$ cat src/rtl/updn_pkg.sv
package updn_pkg;

  typedef enum logic [1:0] {
    MODE_LOAD = 2'b00,
    MODE_UP   = 2'b01,
    MODE_DOWN = 2'b10,
    MODE_KEEP = 2'b11
  } modeT;

  typedef struct packed {
    logic clear;
    logic load;
    logic stepUp;
    logic stepDown;
  } strobeT;

endpackage

$ cat src/rtl/updn_ctrl.sv
module updn_ctrl
  import updn_pkg::*;
(
  input  logic       clk,
  input  logic       masterClear,
  input  logic [1:0] modeSel,
  input  logic       carryInN,
  input  logic       lookInN,
  input  logic       atMax,
  input  logic       atMin,
  output strobeT     strobes,
  output logic       carryOutN,
  output logic       lookOutN
);

  modeT mode;
  logic enable;
  logic terminal;
  logic counting;

  always_comb begin
    mode     = modeT'(modeSel);
    enable   = ~carryInN & ~lookInN;
    counting = (mode == MODE_UP) || (mode == MODE_DOWN);
    terminal = ((mode == MODE_UP) && atMax) || ((mode == MODE_DOWN) && atMin);
  end

  always_comb begin
    strobes = '0;
    if (masterClear) begin
      strobes.clear = 1'b1;
    end else begin
      unique case (mode)
        MODE_LOAD: strobes.load     = 1'b1;
        MODE_UP:   strobes.stepUp   = enable;
        MODE_DOWN: strobes.stepDown = enable;
        default:   strobes          = '0;
      endcase
    end
  end

  assign lookOutN  = ~terminal;
  assign carryOutN = ~(terminal & enable);


  carry_gate_chk: assert property (@(posedge clk) disable iff (masterClear)
    !carryOutN |-> (!carryInN && !lookInN && counting));


  look_mode_chk: assert property (@(posedge clk) disable iff (masterClear)
    !counting |-> lookOutN);


  carry_look_chk: assert property (@(posedge clk) disable iff (masterClear)
    !carryOutN |-> !lookOutN);


  strobe_onehot_chk: assert property (@(posedge clk)
    $onehot0(strobes));

endmodule

$ cat src/rtl/updn_datapath.sv
module updn_datapath
  import updn_pkg::*;
#(
  parameter int WIDTH = 6
) (
  input  logic             clk,
  input  strobeT           strobes,
  input  logic [WIDTH-1:0] presetIn,
  output logic [WIDTH-1:0] countQ,
  output logic             atMax,
  output logic             atMin
);

  localparam logic [WIDTH-1:0] ALL_ONES = {WIDTH{1'b1}};
  localparam logic [WIDTH-1:0] STEP     = WIDTH'(1);

  logic [WIDTH-1:0] countNext;

  always_comb begin
    countNext = countQ;
    if (strobes.clear)         countNext = '0;
    else if (strobes.load)     countNext = presetIn;
    else if (strobes.stepUp)   countNext = countQ + STEP;
    else if (strobes.stepDown) countNext = countQ - STEP;
  end

  always_ff @(posedge clk) begin
    countQ <= countNext;
  end

  assign atMax = (countQ == ALL_ONES);
  assign atMin = (countQ == '0);


  clear_zero_chk: assert property (@(posedge clk)
    strobes.clear |=> countQ == '0);


  load_take_chk: assert property (@(posedge clk) disable iff (strobes.clear)
    strobes.load |=> countQ == $past(presetIn));


  up_step_chk: assert property (@(posedge clk) disable iff (strobes.clear)
    strobes.stepUp |=> countQ == $past(countQ) + STEP);


  down_step_chk: assert property (@(posedge clk) disable iff (strobes.clear)
    strobes.stepDown |=> countQ == $past(countQ) - STEP);


  idle_keep_chk: assert property (@(posedge clk) disable iff (strobes.clear)
    (strobes == '0) |=> $stable(countQ));

endmodule

$ cat src/rtl/updn_slice_counter.sv
module updn_slice_counter
  import updn_pkg::*;
#(
  parameter int WIDTH = 6
) (
  input  logic             clk,
  input  logic             masterClear,
  input  logic [1:0]       modeSel,
  input  logic [WIDTH-1:0] presetIn,
  input  logic             carryInN,
  input  logic             lookInN,
  output logic [WIDTH-1:0] countOut,
  output logic             carryOutN,
  output logic             lookOutN
);

  strobeT strobes;
  logic   atMax;
  logic   atMin;

  updn_ctrl u_ctrl (
    .clk         (clk),
    .masterClear (masterClear),
    .modeSel     (modeSel),
    .carryInN    (carryInN),
    .lookInN     (lookInN),
    .atMax       (atMax),
    .atMin       (atMin),
    .strobes     (strobes),
    .carryOutN   (carryOutN),
    .lookOutN    (lookOutN)
  );

  updn_datapath #(.WIDTH(WIDTH)) u_data (
    .clk      (clk),
    .strobes  (strobes),
    .presetIn (presetIn),
    .countQ   (countOut),
    .atMax    (atMax),
    .atMin    (atMin)
  );

endmodule

$ cat config.mk
export PLATFORM = sky130hd
export DESIGN_NAME = updn_slice_counter
export DESIGN_NICKNAME = d
export VERILOG_FILES = /design/src/rtl/updn_pkg.sv /design/src/rtl/updn_ctrl.sv /design/src/rtl/updn_datapath.sv /design/src/rtl/updn_slice_counter.sv
export SDC_FILE = /design/constraint.sdc
export NUM_CORES = 1
export LEC_CHECK = 0
export ABC_AREA = 1
export BUFFER_PORTS_ARGS = -buffer_cell sky130_fd_sc_hd__buf_4
export CAP_MARGIN = 20
export CORE_MARGIN = 2
export CORE_UTILIZATION = 40
export CTS_BUF_LIST = sky130_fd_sc_hd__clkbuf_4 sky130_fd_sc_hd__clkbuf_8 sky130_fd_sc_hd__clkbuf_16
export CTS_CLUSTER_SIZE = 8
export DETAILED_ROUTE_END_ITERATION = 10
export GPL_TIMING_DRIVEN = 0
export HOLD_SLACK_MARGIN = 0.12
export PLACE_DENSITY = 0.69
export SLEW_MARGIN = 20
export SYNTH_ARGS = -nofsm -noshare
export SYNTH_HDL_FRONTEND = slang
export SYNTH_SLANG_ARGS = --single-unit
$ cat constraint.sdc
create_clock -name clk -period 4.9 [get_ports clk]
set_input_delay 0.98 -clock clk [delete_from_list [all_inputs] [get_ports clk]]
set_output_delay 0.98 -clock clk [all_outputs]
set_load 0.05 [all_outputs]
==> impl_metrics.ini <==
[synth]
yosys-top-cells-area = dfxtp_1, nand2_1, ha_1
syn_avg_cell_area_sq_um = 6.51
synth.largest_area_cell = dfxtp_1
yosysSeqAreaShare = 0.196
syn_nets = 111
netlist_top_cells_count = nand2_1, nor2_1, a21oi_1, inv_1, dfxtp_1
yosysMostFrequentCell = nand2_1
synth-edff-count = 0
synthCells = 94
yosysWarnings = 0
synth_top_area_share = 0.196
synth.distinct_cells = 23
syn_area_sq_um = 612
ys.flop_type = dfxtp_1
async_flop_share = 0
synth_seq_cells = 6

[cts]
cts_tree = built
cts_resized = 0
post_cts_buffers = 0
clockBufferDepth = 2
cts_buffers = 3
ctsHtreeMaxLevel = 1
clk_pin_slew_worst_paths_ns = 0.05
cts_sinks = 6
cts_root_buf = clkbuf_4
clock_latency_ns = 0.25
hold_buffers = 0

[worst_setup_path]
crit_path_end = carryOutN
crit_start = modeSel[1]
reg2reg_from = u_data.countQ[3]
crit_path_start_kind = input pin
max_stage_delay_ns = 0.30
cp_data_required_time_ns = 3.92
critPathSlowestCell = nor4_1
rrSetupSlack_ns = 3.42
critPathCaptureType = output pin
cp_max_fo = 3
path_cells = buf_4 -> nor2_4 -> inv_2 -> nor4_1 -> o21ai_0 -> buf_4
cp.arrival_ns = 1.95
rr_worst_depth = 11
cp_common_cell = buf_4
r2r-end = u_data.countQ[5]
critPathKind = input pin to output pin

[global_routing]
track_usage = 0.194
grt_overflow_total = 0
grt_pass1_wl_mm = 2.77
antenna_found_initial = 0
grt_start_max_net_pins = 11
grt_pass1_vias = 664

[routing]
drt-total-wl_mm = 1.56
viasPerCell = 5.27
ant_nets = 0
detail_route.iter0.violations = 21
drt_first_pass_iters = 4
wl_per_cell_um = 11.8
drc_errors = 0
vias = 695

[timing]
tightest_slew_ns = 0.325
final-hold-violation-count = 0
setup_viol = 0
max_slew_margin = 0.781
fin_tns_setup_ns = 0
slew_violations = 0
rsz0062_at_grt = no
max_freq_mhz = 341
period_needed_ns = 2.93
fin_crit_sh = 0.598
skew_ns = 0.00446
timing.final.ws_setup_ns = 1.97

[pwr]
ir_drop_uv = 128
leakage_nw = 0.395
cellPowerDensity_nw_per_um2 = 241

[die]
die_h_um = 43.1
die-area_sq_um = 1860
initial_core_util = 0.416
core_sq_um = 1470
placementRows = 14
ioPinCount = 20
dieWidth_um = 43.1

[job]
drv_cap = 0

[place]
port_buffers = 19
post-place-ws_ns = 1.98
dp_hpwl_mm = 1.24
gp_congestion = 0.804

[layout]
largest_reg_flops = 6
syn2layout_area_growth_pct = 30.3
final_nets = 135
n_antenna_cell = 0
layout-drive-gt1-share = 0.302
top_register = u_data.countQ
reg_top3 = u_data.countQ (6)

[outcome]
status = finished, final reports clean

[min_path]
holdCritPathClass = register to register
-- critical path: cells and delay by family --
kind,cells,cell delay (ns)
compound gates,1,0.12
buf+inv,3,0.42
simple gates,2,0.44
-- layer usage --
metal	vias up	track usage	part of all wire
met5	-	0	0
met4	0	0.0364	0
met3	0	0.0511	0.054
met2	28	0.331	0.50
met1	309	0.244	0.44
li1	358	-	-
-- cells by family after synthesis --
family,Yosys count,synth area share
AND/OR/NAND/NOR,53,0.417
XOR/XNOR,3,0.0430
adder cells (fa/ha/maj),5,0.115
buffers and inverters,12,0.0736
AO/OA/AOI/OAI,15,0.155
flip-flops,6,0.196
-- power breakdown --
part	internal (W)	leakage, nW	switching (W)	total (W)
Clock	0.0000279	0.0138	0.0000200	0.0000479
Combinational	0.0000325	0.332	0.0000535	0.0000860
Sequential	0.0000526	0.0492	0.00000582	0.0000585
Total	0.000113	0.395	0.0000793	0.000192
-- layout by cell type, fill, tap and decap left out, drive strengths merged --
cell type	Yosys	routed
inv	12	12
nor3	2	2
nand3	6	6
o21ai	5	5
a211oi	1	1
xor2	1	1
ha	4	4
nand4	2	2
nor4	2	2
clkbuf	0	3
a31oi	1	1
buf	0	19
nor2	13	13
fa	1	1
nand2	28	28
dfxtp	6	6
a21oi	8	8
xnor2	2	2
-- per-stage QoR --
stage	instance area, sq um	cells	hold WS [ns]	power, W	util
after CTS	797	132	0.533	0.000193	0.542
after detailed placement	774	129	0.522	0.000145	0.526
after global placement	774	129	0.508	0.000143	0.526
after global routing	797	132	0.571	0.000207	0.542
final	797	132	0.529	0.000192	0.542
after floorplan	612	94	0.700	0.000119	-
-- how the worst min path moves through the flow --
stage | start | to | slack (ns) | depth (start not counted)
floorplan | u_data.countQ[5] | u_data.countQ[5] | 0.70 | 2
global placement | u_data.countQ[5] | u_data.countQ[5] | 0.51 | 2
detailed placement | u_data.countQ[5] | u_data.countQ[5] | 0.52 | 2
CTS | u_data.countQ[5] | u_data.countQ[5] | 0.53 | 2
global route | u_data.countQ[5] | u_data.countQ[5] | 0.57 | 2
finish | u_data.countQ[4] | u_data.countQ[4] | 0.53 | 2
-- cell type report --
class                      instances  area [sq um]
clock buffer                       3          22.5
inverter                          12          45.0
multi-input combinational         76           447
sequential                         6           120
tap                               16          20.0
fill                             154           674
timing repair buffer              19           143
Note: power is estimated with default switching activity, not from simulation.
